**config.mk**
```make
export PLATFORM = sky130hd
export DESIGN_NAME = lb_frame_ctrl
export DESIGN_NICKNAME = d
export VERILOG_FILES = /design/src/rtl/lbfc_pkg.sv /design/src/rtl/lbfc_cfg.sv /design/src/rtl/lbfc_seq.sv /design/src/rtl/lb_frame_ctrl.sv
export SDC_FILE = /design/constraint.sdc
export NUM_CORES = 1
export LEC_CHECK = 0
export ABC_AREA = 1
export CAP_MARGIN = 20
export CORE_MARGIN = 2
export CORE_UTILIZATION = 50
export CTS_CLUSTER_DIAMETER = 80
export DETAILED_ROUTE_END_ITERATION = 8
export PLACE_DENSITY = 0.82
export REMOVE_ABC_BUFFERS = 1
export SLEW_MARGIN = 20
export SYNTH_ARGS = -nofsm -noshare
export SYNTH_HDL_FRONTEND = slang
export SYNTH_SLANG_ARGS = --single-unit
```
**constraint.sdc**
```tcl
create_clock -name clk_i -period 2 [get_ports clk_i]
set_input_delay 0.6 -clock clk_i [delete_from_list [all_inputs] [get_ports clk_i]]
set_output_delay 0.6 -clock clk_i [all_outputs]
set_load 0.01 [all_outputs]
```
**src/rtl/lbfc_pkg.sv**
```systemverilog
package lbfc_pkg;
  typedef enum logic [1:0] {
    ST_IDLE = 2'd0,
    ST_FILL = 2'd1,
    ST_PROC = 2'd2
  } lbfc_state_e;

  localparam logic [1:0] SEL_WIDTH  = 2'd0;
  localparam logic [1:0] SEL_HEIGHT = 2'd1;
  localparam logic [1:0] SEL_LEVELS = 2'd2;
endpackage

```
**src/rtl/lbfc_cfg.sv**
```systemverilog
module lbfc_cfg #(
  parameter int MAX_W   = 1024,
  parameter int MAX_H   = 1024,
  parameter int MAX_LVL = 5,
  parameter int CFG_DW  = 16,
  localparam int WW = $clog2(MAX_W + 1),
  localparam int HW = $clog2(MAX_H + 1),
  localparam int LW = $clog2(MAX_LVL + 1)
) (
  input  logic              clk_i,
  input  logic              rst_ni,
  input  logic              we_i,
  input  logic [1:0]        sel_i,
  input  logic [CFG_DW-1:0] data_i,
  input  logic              idle_i,
  output logic [WW-1:0]     width_o,
  output logic [HW-1:0]     height_o,
  output logic [LW-1:0]     levels_o,
  output logic              ok_o
);
  import lbfc_pkg::*;

  logic [CFG_DW-1:0] width_q, height_q, lvl_q;

  always_ff @(posedge clk_i or negedge rst_ni) begin
    if (!rst_ni) begin
      width_q  <= CFG_DW'(MAX_W);
      height_q <= CFG_DW'(MAX_H);
      lvl_q    <= CFG_DW'(1);
    end else if (we_i && idle_i) begin
      case (sel_i)
        SEL_WIDTH:  width_q  <= data_i;
        SEL_HEIGHT: height_q <= data_i;
        SEL_LEVELS: lvl_q    <= data_i;
        default: ;
      endcase
    end
  end

  // full stored value is checked, so out-of-range data cannot alias to a legal one
  logic w_ok, h_ok, l_ok;
  assign w_ok = (width_q != '0) && (width_q <= CFG_DW'(MAX_W)) &&
                (width_q[MAX_LVL-1:0] == '0);
  assign h_ok = (height_q != '0) && (height_q <= CFG_DW'(MAX_H)) &&
                (height_q[MAX_LVL-1:0] == '0);
  assign l_ok = (lvl_q != '0) && (lvl_q <= CFG_DW'(MAX_LVL));
  assign ok_o = w_ok && h_ok && l_ok;

  assign width_o  = width_q[WW-1:0];
  assign height_o = height_q[HW-1:0];
  assign levels_o = lvl_q[LW-1:0];


  cfg_frozen_chk: assert property (@(posedge clk_i) disable iff (!rst_ni)
    !idle_i |=> ($stable(width_q) && $stable(height_q) && $stable(lvl_q)));
endmodule

```
**src/rtl/lbfc_seq.sv**
```systemverilog
module lbfc_seq #(
  parameter int MAX_W       = 1024,
  parameter int MAX_H       = 1024,
  parameter int PRIME_LINES = 5,
  parameter int BATCH_LINES = 2,
  localparam int WW = $clog2(MAX_W + 1),
  localparam int HW = $clog2(MAX_H + 1),
  localparam int CW = $clog2(MAX_W),
  localparam int RW = $clog2(MAX_H)
) (
  input  logic          clk_i,
  input  logic          rst_ni,
  input  logic [WW-1:0] width_i,
  input  logic [HW-1:0] height_i,
  input  logic          cfg_ok_i,
  input  logic          sof_i,
  input  logic          pix_valid_i,
  input  logic          proc_done_i,
  output logic          idle_o,
  output logic          pix_ready_o,
  output logic          buf_we_o,
  output logic [CW-1:0] buf_col_o,
  output logic [RW-1:0] buf_row_o,
  output logic          lines_rdy_o,
  output logic          frame_done_o
);
  import lbfc_pkg::*;

  localparam logic [HW-1:0] PRIME_C = HW'(PRIME_LINES);
  localparam logic [HW-1:0] BATCH_C = HW'(BATCH_LINES);

  lbfc_state_e   state_q;
  logic [CW-1:0] col_q;
  logic [HW-1:0] row_q, left_q;
  logic          done_q;

  logic [HW-1:0] remain, first_tgt, next_tgt;
  logic          line_end, accept;

  assign remain    = height_i - row_q;
  assign first_tgt = (height_i < PRIME_C) ? height_i : PRIME_C;
  assign next_tgt  = (remain < BATCH_C) ? remain : BATCH_C;
  assign line_end  = (WW'(col_q) + WW'(1)) == width_i;
  assign accept    = (state_q == ST_FILL) && pix_valid_i;

  always_ff @(posedge clk_i or negedge rst_ni) begin
    if (!rst_ni) begin
      state_q <= ST_IDLE;
      col_q   <= '0;
      row_q   <= '0;
      left_q  <= '0;
      done_q  <= 1'b0;
    end else begin
      done_q <= 1'b0;
      case (state_q)
        ST_IDLE: if (sof_i && cfg_ok_i) begin
          state_q <= ST_FILL;
          col_q   <= '0;
          row_q   <= '0;
          left_q  <= first_tgt;
        end
        ST_FILL: if (pix_valid_i) begin
          if (line_end) begin
            col_q  <= '0;
            row_q  <= row_q + 1'b1;
            left_q <= left_q - 1'b1;
            if (left_q == HW'(1)) state_q <= ST_PROC;
          end else begin
            col_q <= col_q + 1'b1;
          end
        end
        ST_PROC: if (proc_done_i) begin
          if (row_q == height_i) begin
            state_q <= ST_IDLE;
            done_q  <= 1'b1;
          end else begin
            left_q  <= next_tgt;
            state_q <= ST_FILL;
          end
        end
        default: state_q <= ST_IDLE;
      endcase
    end
  end

  assign idle_o       = (state_q == ST_IDLE);
  assign pix_ready_o  = (state_q == ST_FILL);
  assign lines_rdy_o  = (state_q == ST_PROC);
  assign buf_we_o     = accept;
  assign buf_col_o    = col_q;
  assign buf_row_o    = row_q[RW-1:0];
  assign frame_done_o = done_q;


  start_needs_sof_chk: assert property (@(posedge clk_i) disable iff (!rst_ni)
    (state_q == ST_FILL && $past(state_q == ST_IDLE)) |-> $past(sof_i && cfg_ok_i));

  batch_end_on_pixel_chk: assert property (@(posedge clk_i) disable iff (!rst_ni)
    $rose(lines_rdy_o) |-> $past(buf_we_o));

  resume_on_done_chk: assert property (@(posedge clk_i) disable iff (!rst_ni)
    $fell(lines_rdy_o) |-> $past(proc_done_i));

  done_after_proc_chk: assert property (@(posedge clk_i) disable iff (!rst_ni)
    frame_done_o |-> ($past(proc_done_i) && idle_o));
endmodule

```
**src/rtl/lb_frame_ctrl.sv**
```systemverilog
module lb_frame_ctrl #(
  parameter int MAX_W       = 1024,
  parameter int MAX_H       = 1024,
  parameter int MAX_LVL     = 5,
  parameter int PRIME_LINES = 5,
  parameter int BATCH_LINES = 2,
  parameter int CFG_DW      = 16,
  localparam int WW = $clog2(MAX_W + 1),
  localparam int HW = $clog2(MAX_H + 1),
  localparam int LW = $clog2(MAX_LVL + 1),
  localparam int CW = $clog2(MAX_W),
  localparam int RW = $clog2(MAX_H)
) (
  input  logic              clk_i,
  input  logic              rst_ni,
  input  logic              cfg_we_i,
  input  logic [1:0]        cfg_sel_i,
  input  logic [CFG_DW-1:0] cfg_data_i,
  output logic              cfg_err_o,
  output logic [WW-1:0]     width_o,
  output logic [HW-1:0]     height_o,
  output logic [LW-1:0]     levels_o,
  input  logic              sof_i,
  input  logic              pix_valid_i,
  output logic              pix_ready_o,
  output logic              buf_we_o,
  output logic [CW-1:0]     buf_col_o,
  output logic [RW-1:0]     buf_row_o,
  output logic              lines_rdy_o,
  input  logic              proc_done_i,
  output logic              frame_done_o
);
  logic idle, cfg_ok;

  lbfc_cfg #(
    .MAX_W(MAX_W), .MAX_H(MAX_H), .MAX_LVL(MAX_LVL), .CFG_DW(CFG_DW)
  ) u_cfg (
    .clk_i(clk_i), .rst_ni(rst_ni),
    .we_i(cfg_we_i), .sel_i(cfg_sel_i), .data_i(cfg_data_i),
    .idle_i(idle),
    .width_o(width_o), .height_o(height_o), .levels_o(levels_o),
    .ok_o(cfg_ok)
  );

  lbfc_seq #(
    .MAX_W(MAX_W), .MAX_H(MAX_H),
    .PRIME_LINES(PRIME_LINES), .BATCH_LINES(BATCH_LINES)
  ) u_seq (
    .clk_i(clk_i), .rst_ni(rst_ni),
    .width_i(width_o), .height_i(height_o), .cfg_ok_i(cfg_ok),
    .sof_i(sof_i), .pix_valid_i(pix_valid_i), .proc_done_i(proc_done_i),
    .idle_o(idle), .pix_ready_o(pix_ready_o), .buf_we_o(buf_we_o),
    .buf_col_o(buf_col_o), .buf_row_o(buf_row_o),
    .lines_rdy_o(lines_rdy_o), .frame_done_o(frame_done_o)
  );

  assign cfg_err_o = !cfg_ok;
endmodule

```
==> run metrics <==
Int Power 6300 uW; initial antenna violation count 0; Yosys top cell area share 38.0%; Routed WL 15900 um; startpoint types flip-flop; layout cells sized above 1 29.8%; commonest non-fill, non-tap cells in the layout 187 x nand2_1, 102 x buf_4, 86 x inv_1, 77 x dfrtp_1, 61 x nor2_1; Hold Violations, Final 0; CP arrival 1.64 ns; DRC Markers 0; Synth area leaders dfrtp_1 38%, nand2_1 16%, inv_1 6.5%; Via-to-Cell Ratio 5.34; failing checks setup timing; Post-Synthesis Cells 743; CTS root buf clkbuf_8; Synth area leader dfrtp_1; PwrDens 1590 mW/mm^2; Final Max Tran Viols 0; maximum vdd drop 982 uV; Seq pwr share 23.9%; Die H 107 um; FILL cells 760; DIE AREA 0.0114 mm^2; post-layout minimum cycle time 2.24 ns; Final Net Count 935; leak pwr 0.00384 uW; IO buf count 73; Worst Tran Pin Value 0.453 ns; grt total ovfl 0; WP buf/inv 1; Die Wd 107 um; GP Congestion 0.934; max_slew headroom 69.8%; CTS tree done; DR pass1 iterations 5; worst-path cell chain nor3_1, nand3_1, nor2_1, nor2_4, nand2_2, buf_6; clock sink count 83; Total Power 11900 uW; Syn. warnings 0; crit end category output port; Worst Hold Class in -> async; setup ws final -0.239 ns; Starting Density 51.3%; ant diodes 0; slowest stage cell, crit path dfrtp_1; Crit path depth 6; IO Pins 74; worst skew pair latency 0.37 ns; cell family with most CP delay simple AND/OR/NAND/NOR gates; synth unique cells 34; Switch Pwr 5640 uW; Final HPWL DP 10900 um; Sw Ratio 47.2%; Clock power frac 11.3%; core area 0.0103 mm^2; period utilization 112%; gr usage total 27.0%; Clock Skew 0.0111 ns; CTS Hold Buffers Added 0; Routed Antenna Nets 0; most common cell after layout, fill and taps aside nand2_1; synthesis-stage register bit count 83; netlist area before placement 0.00527 mm^2; Initial DRC Count 382; crit path max fanout 2; Rows 37; CTS buffer count 9; outcome finished, violations left; RSZ-0062 raised after global routing yes; endpoints failing setup 34; worst reg2reg path depth 15; R2R Setup Slk -0.13 ns; Comb power frac 64.8%; Reg clk slew, reported paths 0.10 ns; total number of vias 5513; CTS max path bufs 2; Max-Cap Viols 0; critical path class reg -> out; sequential cell area fraction in the yosys report 39.5%; CP Data Required Time 1.40 ns; Setup WS pre-CTS -0.303 ns; global-route wire length before repair 24300 um; H-tree Lvls 3; slowest stage delay, CP 0.39 ns; DR WL/cell 15.4 um; vias in the first global route 5156; Syn Area/Cell 7.10 um^2; largest net degree at the start of global routing 33; Max Fclk 0.447 GHz; Area Growth Syn to Fin 42.2%
[routing by layer]
layer	up-vias	GRT usage, %	wire (um)
met3	48	4.13	876
li1	2626	-	-
met5	-	0	0
met2	217	44.7	7960
met4	0	11.6	566
met1	2622	35.2	6540
[sequential cells by signal, indices dropped and copies added (netlist names)]
register / flops
u_cfg.height_q: 16
u_cfg.lvl_q: 16
u_cfg.width_q: 16
u_seq.left_q: 11
u_seq.row_q: 11
u_seq.buf_col_o: 10
u_seq.state_q: 2
u_seq.frame_done_o: 1
[kinds of logic after synthesis]
logic type | after synthesis | share of synthesized area, %
simple gates | 383 | 30.4
xor+xnor | 12 | 1.99
compound gates | 102 | 10.5
fa+ha+maj | 19 | 4.65
buf+inv | 144 | 13.0
flops | 83 | 39.5
[worst register-to-register path: cells and delay by family (launching register included)]
kind	cells	cell delay [ns]
buffers and inverters	3	0.47
AND/OR/NAND/NOR	11	0.95
AO/OA/AOI/OAI	1	0.22
flip-flops	1	0.44
[cells in the mapped netlist]
cell / n
or2_2: 2
clkbuf_1: 10
inv_1: 92
dfrtp_1: 80
nand3_2: 2
nor2_2: 2
o21ai_2: 6
nand2_1: 225
a21oi_1: 10
o21bai_1: 3
buf_4: 36
xor2_1: 8
dfstp_2: 3
nor4_1: 2
buf_2: 3
o21ai_1: 16
nand2_2: 1
inv_2: 1
buf_6: 1
o21ai_0: 59
nor2_1: 74
nor2_4: 3
o211ai_1: 1
a21o_1: 1
fa_1: 1
or2_0: 1
nand4_1: 3
ha_1: 18
nor3_1: 14
nand3b_1: 7
o22ai_1: 6
clkinv_1: 1
xnor2_1: 4
nand3_1: 47
[area by class of cell]
type	count	area [um^2]	area share, %
clock inverters	7	90.1	1.20
multi-input cells	516	3010	40.2
flip-flops and latches	83	2080	27.8
repair buffers	187	1650	22.0
clock buffers	9	124	1.65
inverters	94	360	4.81
well taps	136	170	2.27
repair inverters	1	7.51	0.100
[per-stage QoR]
stage	hold slack, ns	setup TNS [ns]	util, %	std cells	cell area, um^2
floorplan	0.304	-5.11	-	693	4940
global placement	0.458	-3.53	63.7	993	6550
detailed placement	0.468	-5.21	63.7	993	6550
CTS	0.182	-5.88	67.9	1025	6980
global route	0.187	-5.96	73.0	1033	7500
finish	0.167	-2.66	73.0	1033	7500
[final timing paths]
kind                                                startpoint                        endpoint
worst min-delay path                                    rst_ni  u_seq.buf_col_o[4]$_DFFE_PN0P_
max in group asynchronous                               rst_ni   u_cfg.width_q[10]$_DFFE_PN1P_
worst max-delay path              u_cfg.width_q[7]$_DFFE_PN0P_                       cfg_err_o
worst min register to register      u_cfg.lvl_q[8]$_DFFE_PN0P_      u_cfg.lvl_q[8]$_DFFE_PN0P_
worst max register to register  u_seq.buf_col_o[0]$_DFFE_PN0P_      u_seq.row_q[0]$_DFFE_PN0P_
min in group clk_i                  u_cfg.lvl_q[8]$_DFFE_PN0P_      u_cfg.lvl_q[8]$_DFFE_PN0P_
[power groups by stage]
stage          Clock [uW]  Sequential, uW  Combinational (uW)
3_3_place_gp            0            2770                6120
4_1_cts              1350            2770                6700
5_1_grt              1440            2930                8500
6_report             1350            2850                7740
2_1_floorplan           0            2990                3250
3_5_place_dp            0            2810                6270
[what timing repair did]
item                       in CTS  in global routing
cloned                          4                  0
gates resized for setup        78                135
pin swaps                      10                 38
setup endpoints to repair      66                 49
setup buffers                  12                 11
(Power assumes the default switching activity.)
